[src/rtl/regfile_pkg.sv]
package regfile_pkg;
  localparam int REG_COUNT = 32;
  localparam int BYTE_W    = 8;
  localparam int ADDR_W    = $clog2(REG_COUNT);

  typedef enum logic [1:0] {
    WR_NONE = 2'd0,
    WR_BYTE = 2'd1,
    WR_WORD = 2'd2,
    WR_RSVD = 2'd3
  } wrMode_e;

  // strobes from control to datapath
  typedef struct packed {
    logic [REG_COUNT-1:0] load;      // register captures on this edge
    logic [REG_COUNT-1:0] takeCore;  // source is the core port
    logic [REG_COUNT-1:0] takeHigh;  // core source uses the high byte
    logic [BYTE_W-1:0]    coreLo;
    logic [BYTE_W-1:0]    coreHi;
    logic [BYTE_W-1:0]    dsByte;
    logic                 dsSel;     // data-space address hits the window
  } rfStrobe_t;
endpackage

[src/rtl/regfile_ctrl.sv]
module regfile_ctrl
  import regfile_pkg::*;
#(
  parameter int DS_ADDR_W = 16
) (
  input  logic [1:0]           wrMode,
  input  logic [ADDR_W-1:0]    wrAddr,
  input  logic [2*BYTE_W-1:0]  wrData,
  input  logic [DS_ADDR_W-1:0] dsAddr,
  input  logic                 dsWrEn,
  input  logic [BYTE_W-1:0]    dsWrData,
  output rfStrobe_t            strobe
);
  localparam logic [DS_ADDR_W-1:0] WINDOW_TOP = DS_ADDR_W'(REG_COUNT);

  wrMode_e mode;
  logic    inWindow;
  logic    byteWr;
  logic    wordWr;

  assign mode     = wrMode_e'(wrMode);
  assign inWindow = (dsAddr < WINDOW_TOP);
  assign byteWr   = (mode == WR_BYTE);
  assign wordWr   = (mode == WR_WORD);

  assign strobe.coreLo = wrData[BYTE_W-1:0];
  assign strobe.coreHi = wrData[2*BYTE_W-1:BYTE_W];
  assign strobe.dsByte = dsWrData;
  assign strobe.dsSel  = inWindow;

  for (genvar i = 0; i < REG_COUNT; i++) begin : g_dec
    localparam logic [ADDR_W-1:0] IDX = ADDR_W'(i);
    logic coreHit;
    logic dsHitReg;
    assign coreHit  = (byteWr && wrAddr == IDX) ||
                      (wordWr && wrAddr[ADDR_W-1:1] == IDX[ADDR_W-1:1]);
    assign dsHitReg = dsWrEn && inWindow && (dsAddr[ADDR_W-1:0] == IDX);
    assign strobe.load[i]     = coreHit | dsHitReg;
    assign strobe.takeCore[i] = coreHit;
    assign strobe.takeHigh[i] = wordWr && IDX[0];
  end
endmodule

[src/rtl/regfile_dp.sv]
module regfile_dp
  import regfile_pkg::*;
#(
  parameter int PTR_BASE  = 26,
  parameter int PTR_COUNT = 3
) (
  input  logic                         clk,
  input  logic                         rstN,
  input  rfStrobe_t                    strobe,
  input  logic [ADDR_W-1:0]            rdAddrA,
  input  logic [ADDR_W-1:0]            rdAddrB,
  input  logic [ADDR_W-1:0]            dsIdx,
  output logic [BYTE_W-1:0]            rdDataA,
  output logic [BYTE_W-1:0]            rdDataB,
  output logic [2*BYTE_W-1:0]          rdWord,
  output logic [BYTE_W-1:0]            dsRdData,
  output logic [PTR_COUNT*2*BYTE_W-1:0] ptrFlat,
  output logic [REG_COUNT*BYTE_W-1:0]  regFlat
);
  logic [BYTE_W-1:0] regs [REG_COUNT];

  for (genvar i = 0; i < REG_COUNT; i++) begin : g_reg
    logic [BYTE_W-1:0] nextVal;
    always_comb begin
      if (strobe.takeCore[i])
        nextVal = strobe.takeHigh[i] ? strobe.coreHi : strobe.coreLo;
      else
        nextVal = strobe.dsByte;
    end
    always_ff @(posedge clk or negedge rstN) begin
      if (!rstN)               regs[i] <= '0;
      else if (strobe.load[i]) regs[i] <= nextVal;
    end
    assign regFlat[i*BYTE_W +: BYTE_W] = regs[i];
  end

  for (genvar p = 0; p < PTR_COUNT; p++) begin : g_ptr
    assign ptrFlat[p*2*BYTE_W +: 2*BYTE_W] =
      {regs[PTR_BASE + 2*p + 1], regs[PTR_BASE + 2*p]};
  end

  assign rdDataA  = regs[rdAddrA];
  assign rdDataB  = regs[rdAddrB];
  assign rdWord   = {regs[{rdAddrA[ADDR_W-1:1], 1'b1}], regs[{rdAddrA[ADDR_W-1:1], 1'b0}]};
  assign dsRdData = strobe.dsSel ? regs[dsIdx] : '0;
endmodule

[src/rtl/gp_regfile.sv]
module gp_regfile
  import regfile_pkg::*;
#(
  parameter int DS_ADDR_W = 16,
  parameter int PTR_BASE  = 26
) (
  input  logic                 clk,
  input  logic                 rstN,
  input  logic [4:0]           rdAddrA,
  input  logic [4:0]           rdAddrB,
  output logic [7:0]           rdDataA,
  output logic [7:0]           rdDataB,
  output logic [15:0]          rdWord,
  input  logic [1:0]           wrMode,
  input  logic [4:0]           wrAddr,
  input  logic [15:0]          wrData,
  input  logic [DS_ADDR_W-1:0] dsAddr,
  input  logic                 dsWrEn,
  input  logic [7:0]           dsWrData,
  output logic [7:0]           dsRdData,
  output logic                 dsHit,
  output logic [15:0]          ptrX,
  output logic [15:0]          ptrY,
  output logic [15:0]          ptrZ
);
  localparam int PTR_COUNT = 3;
  localparam int WORD_W    = 2*BYTE_W;

  rfStrobe_t                      strobe;
  logic [PTR_COUNT*WORD_W-1:0]    ptrFlat;
  logic [REG_COUNT*BYTE_W-1:0]    regFlat;

  regfile_ctrl #(.DS_ADDR_W(DS_ADDR_W)) u_ctrl (
    .wrMode  (wrMode),
    .wrAddr  (wrAddr),
    .wrData  (wrData),
    .dsAddr  (dsAddr),
    .dsWrEn  (dsWrEn),
    .dsWrData(dsWrData),
    .strobe  (strobe)
  );

  regfile_dp #(.PTR_BASE(PTR_BASE), .PTR_COUNT(PTR_COUNT)) u_dp (
    .clk     (clk),
    .rstN    (rstN),
    .strobe  (strobe),
    .rdAddrA (rdAddrA),
    .rdAddrB (rdAddrB),
    .dsIdx   (dsAddr[ADDR_W-1:0]),
    .rdDataA (rdDataA),
    .rdDataB (rdDataB),
    .rdWord  (rdWord),
    .dsRdData(dsRdData),
    .ptrFlat (ptrFlat),
    .regFlat (regFlat)
  );

  assign dsHit = strobe.dsSel;
  assign ptrX  = ptrFlat[0*WORD_W +: WORD_W];
  assign ptrY  = ptrFlat[1*WORD_W +: WORD_W];
  assign ptrZ  = ptrFlat[2*WORD_W +: WORD_W];

  logic dsInWin;
  assign dsInWin = dsWrEn && (dsAddr < DS_ADDR_W'(REG_COUNT));

  p_reset_zero_r1: assert property (@(posedge clk) disable iff (!rstN)
    $rose(rstN) |-> (regFlat == '0));

  p_byte_core_wins_r3: assert property (@(posedge clk) disable iff (!rstN)
    (wrMode == 2'd1) |=> (regFlat[BYTE_W*$past(wrAddr) +: BYTE_W] == $past(wrData[7:0])));

  p_word_core_wins_r4: assert property (@(posedge clk) disable iff (!rstN)
    (wrMode == 2'd2) |=> (regFlat[WORD_W*$past(wrAddr[4:1]) +: WORD_W] == $past(wrData)));

  p_ds_store_r8: assert property (@(posedge clk) disable iff (!rstN)
    (dsInWin && wrMode != 2'd1 && wrMode != 2'd2)
      |=> (regFlat[BYTE_W*$past(dsAddr[4:0]) +: BYTE_W] == $past(dsWrData)));

  p_hold_idle_r8: assert property (@(posedge clk) disable iff (!rstN)
    (!dsInWin && wrMode != 2'd1 && wrMode != 2'd2) |=> $stable(regFlat));

  p_ptr_word_r6: assert property (@(posedge clk) disable iff (!rstN)
    (rdAddrA[4:1] == 4'd13) |-> (ptrX == rdWord));

  p_ds_miss_r7: assert property (@(posedge clk) disable iff (!rstN)
    !dsHit |-> (dsRdData == 8'h00));
endmodule

[config.mk]
export PLATFORM = sky130hd
export DESIGN_NAME = gp_regfile
export DESIGN_NICKNAME = d
export VERILOG_FILES = /design/src/rtl/regfile_pkg.sv /design/src/rtl/regfile_ctrl.sv /design/src/rtl/regfile_dp.sv /design/src/rtl/gp_regfile.sv
export SDC_FILE = /design/constraint.sdc
export NUM_CORES = 1
export LEC_CHECK = 0
export BUFFER_PORTS_ARGS = -buffer_cell sky130_fd_sc_hd__buf_2
export CORE_ASPECT_RATIO = 1.5
export CORE_MARGIN = 2
export CORE_UTILIZATION = 39
export CTS_CLUSTER_DIAMETER = 120
export DETAILED_ROUTE_END_ITERATION = 10
export SLEW_MARGIN = 15
export SYNTH_ARGS = -nofsm -noshare
export SYNTH_HDL_FRONTEND = slang
export SYNTH_SLANG_ARGS = --single-unit
[constraint.sdc]
create_clock -name clk -period 6.6 [get_ports clk]
set_input_delay 1.32 -clock clk [delete_from_list [all_inputs] [get_ports clk]]
set_output_delay 1.32 -clock clk [all_outputs]
set_load 0.02 [all_outputs]
Word level (Yosys, flattened, before mapping). Index checks and enable logic that the tools add are counted.

Bits in registers: 256. Output and inout port bits: 89. Logic and storage cells: 319.

$lt $le $gt $ge: 6. Equality and inequality tests: 79. Muxes and demuxes: 49. Bitwise gates (word level): 37. Reductions and logical operators: 116.

Operator list (number): 8-bit two-way mux (44); 8-bit binary-select mux with 5-bit select (5); 5-bit == test, second input constant (32); 1-bit logical AND (81); 5-bit by 4-bit == test with 1-bit output, second input constant (16); 5-bit by 3-bit == test with 1-bit output, second input constant (8); 4-bit == test, second input constant (8); 1-bit logical OR (32); 1-bit OR (32); 6-bit greater-or-equal comparator, second input constant (5); 5-bit inverter with 6-bit output (5); 5-bit by 2-bit == test with 1-bit output, second input constant (4); 4-bit by 3-bit == test with 1-bit output, second input constant (4); 16-bit by 6-bit < comparator with 1-bit output, second input constant (1); 5-bit by 1-bit == test with 1-bit output, second input constant (2); 5-bit logical NOT (2); 4-bit by 2-bit == test with 1-bit output, second input constant (2); 4-bit by 1-bit == test with 1-bit output, second input constant (1); 4-bit logical NOT (1); 2-bit by 1-bit == test with 1-bit output, second input constant (1); 2-bit == test, second input constant (1).

Longest topological paths before layout. Gate-level depths: netlist of the first run.

Depth in word-level cells: 5. Mapped depth: 9.

Cells and area by module. A second synthesis of the first run with hierarchy kept.

Cells, all modules: 2205. Area, all modules: 23907.9 um^2.

By module, submodules not included: regfile_dp (times used 1, cells an instance 1999, area an instance 22541.6 um^2, seq. area each 6406.1 um^2); regfile_ctrl (times used 1, cells an instance 206, area an instance 1366.3 um^2, seq. area each 0.0 um^2).

Worst setup path before layout of the first run. Ideal clock, no wire load.

Path kind: input to output. From: input dsAddr[1]. To: output dsRdData[0]. Arrival time: 3.533 ns. Required time: 5.280 ns. Slack: 1.747 ns. Cell stages on the path: 7. Buffers on the path: 3. Cell sequence: buf_2 buf_2 buf_2 mux2i_1 a221oi_1 o22ai_1 a2111oi_0.

Word-level cells in the longest chain between the ends: 5. Elaborated cells on any way between the ends: 6.

Ends and longest elaborated chain: start: declaration (RTL line gp_regfile.sv:17) `input logic [DS_ADDR_W-1:0] dsAddr,`; 5-bit inverter with 6-bit output (not written as such) (RTL line regfile_dp.sv:45) `assign dsRdData = strobe.dsSel ? regs[dsIdx] : '0;`; 8-bit binary-select mux with 5-bit select (RTL line regfile_dp.sv:45); 8-bit two-way mux (not written as such) (2 in series) (RTL line regfile_dp.sv:45); 8-bit two-way mux * (RTL line regfile_dp.sv:45); end: declaration (RTL line gp_regfile.sv:20) `output logic [7:0] dsRdData,`.

Mark *: on every way between the ends. The rest lies on a longest branch, timed or not. The select of a mux whose other input is x is not followed.

Worst setup path after layout of the first run.
From: input dsAddr[0]. To: output dsRdData[0].

The elaborated chain is that of the path after synthesis.

==> results of run 1 <==
## Yosys cell counts (28+ instances only)
master / n / area (um2)
nand2_1: 165 / 619
buf_2: 54 / 270
a21oi_1: 137 / 686
buf_4: 54 / 405
clkbuf_1: 122 / 458
a221oi_1: 50 / 438
mux4_2: 204 / 4590
mux2i_1: 235 / 2350
a31oi_1: 98 / 613
o21ai_0: 28 / 140
a22oi_1: 110 / 826
dfrtp_1: 256 / 6410
nor2_1: 121 / 454
## power by group
group / total, mW / internal [mW] / switching, mW
Sequential: 2.76 / 1.99 / 0.772
Combinational: 2.47 / 1.17 / 1.30
Clock: 1.58 / 0.886 / 0.690
## per-layer routing
layer / track usage, % / wire length [um]
met4: 29.4 / 9740
met5: 0 / 10
met2: 56.2 / 42700
met3: 6.61 / 8600
met1: 39.1 / 30300
## cells in the final DEF (no fill, tap or decap), types with 14 or more instances in the layout
cell	count
mux4_2	204
a31oi_1	98
a22o_1	14
o21ai_0	28
a22oi_1	110
buf_2	142
dfrtp_1	256
mux2i_1	235
nor2_1	116
clkbuf_16	27
a21oi_1	137
buf_4	59
nand2_1	165
mux2_2	20
a221oi_1	50
## path summary, 6_finish.rpt
path                                              startpoint                      endpoint  slack (ns)  cells past startpoint
worst max-delay path                               dsAddr[0]                   dsRdData[0]        1.12                     10
worst min-delay path            u_dp.regFlat[13]$_DFFE_PN0P_  u_dp.regFlat[13]$_DFFE_PN0P_        0.57                      2
worst max register to register  u_dp.ptrFlat[26]$_DFFE_PN0P_  u_dp.ptrFlat[26]$_DFFE_PN0P_        5.53                      2
worst min register to register  u_dp.regFlat[13]$_DFFE_PN0P_  u_dp.regFlat[13]$_DFFE_PN0P_        0.57                      2
max in group asynchronous                               rstN   u_dp.ptrFlat[4]$_DFFE_PN0P_        4.22                      2
min in group asynchronous                               rstN  u_dp.regFlat[35]$_DFFE_PN0P_        0.86                      1
## tightest hold or removal path, cell delays in order, from the launching register on
cell	delay [ns]
dfrtp_1	0.40
nand2_1	0.07
a22oi_1	0.05
## stage by stage
stage | util, % | instance area (um2)
2_1_floorplan | - | 19700
3_3_place_gp | 41.4 | 20600
3_5_place_dp | 41.4 | 20600
4_1_cts | 43.2 | 21500
5_1_grt | 43.2 | 21500
6_report | 43.2 | 21500
## kinds of logic after synthesis
| family | Yosys count |
|---|---|
| AOI/OAI and AO/OA | 472 |
| buffers and inverters | 247 |
| DFF | 256 |
| muxes | 459 |
| and+or+nand+nor | 382 |
## state kept, by name, indices dropped and copies added, names as in the netlist
| signal | cells |
|---|---|
| u_dp.ptrFlat | 48 |
| u_dp.regFlat | 208 |
## layout make-up
type / count / area share (%)
multi-input combinational: 1313 / 56.6
sequential: 256 / 29.8
timing repair buffer: 206 / 5.72
tap: 663 / 3.85
clock buffer: 39 / 3.58
clock inverter: 8 / 0.482
inverter: 2 / 0.0349
antenna: 1 / 0.0116
==> flow_summary.yaml, run 1 <==
critical_path:
  critPathArrivalTime_ns: 4.16
  cp_slowest_stage_delay_ns: 0.53
  end_kind: "output pin"
  crit_fanout: 13
  start_kind: "input pin"
  crit_buf_inv: 5
  critical_path_required_ns: 5.28
  cp_cell_sequence: "buf_2, buf_4, nor2b_2, buf_4, a22o_1, a221oi_1, o22ai_1, a2111oi_0, buf_4, buf_2"
  crit_family: "compound AO/OA/AOI/OAI gates"
  cp_common_cell: "buf_4"
  crit_type: "in2out"
  crit_slowest_cell: "a2111oi_0"
floorplan:
  die_area_um2: 52400
  die-height_um: 279
  start_util_pct: 39.6
  std_cell_rows: 100
  coreArea_um2: 49800
  die_w_um: 188
  io_pins: 149
final_layout:
  n_fill_cell: 4771
  fin_nets: 1865
  multiInputGateArea_um2: 12200
  fin_cells: 2488
  seq_area_um2: 6410
  layout-drive-gt1-share_pct: 28.2
  synthToLayoutAreaGrowth_pct: 9.24
yosys:
  ys_warn_count: 0
  synth_seq_area_share_pct: 32.5
  syn_inst: 1816
  synth_top_family_by_area: "multiplexers"
  netlist_area_um2: 19700
  synth_seq_cells: 256
  muxShareOfSynthArea_pct: 36.4
  synth_xor_area_share_pct: 0
  synth_fa_ha_area_share_pct: 0
  syn_area_per_cell_um2: 10.9
  yosys.area_share.simple_pct: 9.47
  synth_edf_count: 0
  synth_compound_area_share_pct: 15.6
  synth_cell_types: 52
  syn-num-nets: 1876
  synth_flop_cell: "dfrtp_1"
  synthArstFlopShare_pct: 100
detailed_routing:
  initialDrtViolationCount: 2702
  via_count: 17900
  antenna_left: 0
  wl_per_cell_um: 36.7
  dr.pass1.iters: 5
  wl_um: 91400
  viasPerCell: 7.20
  drc: 0
sta:
  period_needed_ns: 5.48
  whs_ns: 0.575
  fin_ws_ns: 1.12
  timing.fmax_mhz: 182
  clock_skew_ns: 0
  post-route-period-util_pct: 83.0
  finalSetupTns_ns: 0
  rsz0062_at_grt: "false"
  hold_violations: 0
  setup_violations: 0
  worst_pin_slew_ns: 1.19
  slew_violations: 0
  slew_headroom_pct: 20.7
cts:
  cts_root_buf: "clkbuf_16"
  clock_latency_ns: 0.57
  cts_setup_buffers: 0
  clock-sinks: 256
  tritoncts: "done"
  numCtsBuffers: 26
  h-tree-depth: 1
  cts_buffer_depth: 3
  holdBufCountCts: 0
  cts.clk_slew.worst_paths_ns: 0.06
  ctsResizeCount: 0
power:
  p_leak_nw: 8.56
  power_density_nw_per_um2: 316
  fin_total_pwr_mw: 6.80
  vdd_drop_max_mv: 0.190
place:
  place_ws_ns: 1.23
  place_inst: 2440
  dpl.hpwl_um: 65200
  routabilityCongestion: 0.988
  io_buffer_count: 148
global_route:
  grt_max_degree: 141
  overflow: 0
  grt_antenna_before_repair: 1
  grt_pass1_wl_um: 129000
  grt_pass1_vias: 17400
  grt_usage_pct: 34.5
min_path:
  hold_class: "reg2reg"
flow_run:
  drv_cap: 0
status:
  outcome: "completed"
Note: power is estimated with default switching activity, not from simulation.
==> inputs of run 2 (changes only) <==
clock period = 4.77 ns   (was 6.6 ns; I/O delays follow)
==> run 2 against run 1 <==
Against the previous run: worst setup slack got worse by 0.98 ns; via count is 0.49% higher; worst hold slack worse by 0.13 ns; sequential power is 39% higher; utilization rose by 0.60 points; sequential share of layout area shrank 0.41 points; total power up 40%; clock power grew 41%; die area did not move.
==> flow_summary.yaml, run 2 (same netlist as run 1, synthesis figures left out) <==
place:
  dpl.hpwl_um: 68700
  io_buffer_count: 148
  dpl-instance-area_um2: 20900
  routabilityCongestion: 1.01
  place_inst: 2472
detailed_routing:
  viasPerCell: 7.14
  wl_per_cell_um: 36.7
  antenna_left: 0
  wl_um: 92600
  via_count: 18000
  drc: 0
  dr.pass1.iters: 9
  initialDrtViolationCount: 2588
critical_path:
  crit_slowest_cell: "a2111oi_1"
  rr_endpoint: "u_dp.ptrFlat[16]$_DFFE_PN0P_"
  critPathArrivalTime_ns: 3.67
  start_kind: "input pin"
  regToRegSetupSlack_ns: 3.68
  reg2reg_depth: 2
  cp_cell_sequence: "buf_6, buf_12, mux2i_1, a22o_1, a221oi_1, o22ai_1, a2111oi_1, buf_4, buf_2"
  end_kind: "output pin"
  crit_start: "dsAddr[1]"
  critical_path_required_ns: 3.82
  crit_fanout: 44
  crit_type: "in2out"
  cp_slowest_stage_delay_ns: 0.70
  crit_end: "dsRdData[7]"
  reg2reg_from: "u_dp.ptrFlat[16]$_DFFE_PN0P_"
floorplan:
  io_pins: 149
  die_area_um2: 52400
  die-height_um: 279
  die_w_um: 188
  coreArea_um2: 49800
  start_util_pct: 39.6
  std_cell_rows: 100
sta:
  slew_headroom_pct: 12.7
  setup_violations: 0
  post-route-period-util_pct: 97.0
  whs_ns: 0.447
  timing.fmax_mhz: 216
  period_needed_ns: 4.63
  hold_violations: 0
  slew_violations: 0
  clock_skew_ns: 0
  worst_pin_slew_ns: 1.30
  rsz0062_at_grt: "false"
power:
  p_leak_nw: 8.74
  fin_total_pwr_mw: 9.52
  vdd_drop_max_mv: 0.273
  power_density_nw_per_um2: 436
global_route:
  grt_antenna_before_repair: 3
  grt_pass1_vias: 17700
  grt_usage_pct: 35.1
  grt_max_degree: 112
  overflow: 0
  grt_pass1_wl_um: 132000
final_layout:
  antennaDiodeCount: 0
  final_cell_mix: "dfrtp_1, mux2i_1, mux4_2"
  final_design_area_no_fill_um2: 21800
  fin_nets: 1898
  seq_area_um2: 6410
  multiInputGateArea_um2: 12200
  n_fill_cell: 4767
  largest_register_ffs: 208
  synthToLayoutAreaGrowth_pct: 10.7
  final_common_cell: "dfrtp_1"
  final_util_pct: 43.8
  fin_cells: 2520
  layout-drive-gt1-share_pct: 29.6
cts:
  cts_root_buf: "clkbuf_16"
  numCtsBuffers: 27
  cts_buffer_depth: 3
  cts.clk_slew.worst_paths_ns: 0.07
  clock-sinks: 256
  clock_latency_ns: 0.56
  cts_setup_buffers: 0
  tritoncts: "done"
  h-tree-depth: 1
min_path:
  hold_class: "in2async"
flow_run:
  drv_cap: 0
status:
  outcome: "completed"
-- run 2: worst max-delay path, delay by kind of cell --
kind	cells	cell delay [ns]
AO/OA/AOI/OAI	4	1.32
buffers and inverters	4	1.20
multiplexers	1	0.12
-- run 2: area by class of cell --
type	count	share of cell area [%]
Multi-Input combinational cell	1313	55.8
Sequential cell	256	29.4
Timing Repair Buffer	238	6.97
Tap cell	663	3.80
Clock buffer	33	3.29
Clock inverter	15	0.751
Inverter	2	0.0344
-- run 2: per-stage QoR --
stage / setup TNS [ns] / setup WS [ns]
global route: 0 / 0.0493
global placement: 0 / 0.00579
finish: 0 / 0.142
detailed placement: -0.0147 / -0.0147
CTS: 0 / 0.116
floorplan: 0 / 0.649
-- run 2: timing repair --
item | in CTS | in global routing
hold buffers | 0 | 0
gates resized for setup | 1 | 1
endpoints found under the setup margin | 1 | 1
-- run 2: worst min-delay path by stage --
stage                     depth (start not counted)                           from                       endpoint
after floorplan                                   2  u_dp.regFlat[158]$_DFFE_PN0P_  u_dp.regFlat[158]$_DFFE_PN0P_
after global placement                            2   u_dp.regFlat[28]$_DFFE_PN0P_   u_dp.regFlat[28]$_DFFE_PN0P_
after detailed placement                          2   u_dp.regFlat[59]$_DFFE_PN0P_   u_dp.regFlat[59]$_DFFE_PN0P_
after CTS                                         1                           rstN   u_dp.regFlat[54]$_DFFE_PN0P_
after global routing                              1                           rstN   u_dp.regFlat[54]$_DFFE_PN0P_
final                                             1                           rstN   u_dp.regFlat[54]$_DFFE_PN0P_
-- run 2: report_power, final --
group / internal, mW / switching (mW)
clock network: 1.23 / 0.999
logic: 1.64 / 1.80
registers: 2.75 / 1.10
-- run 2: metal layers --
layer | GRT usage [%] | share of wire, %
met1 | 39.4 | 33
met2 | 57.7 | 47
met3 | 6.63 | 9.0
met4 | 29.9 | 11
met5 | 0 | 0.016
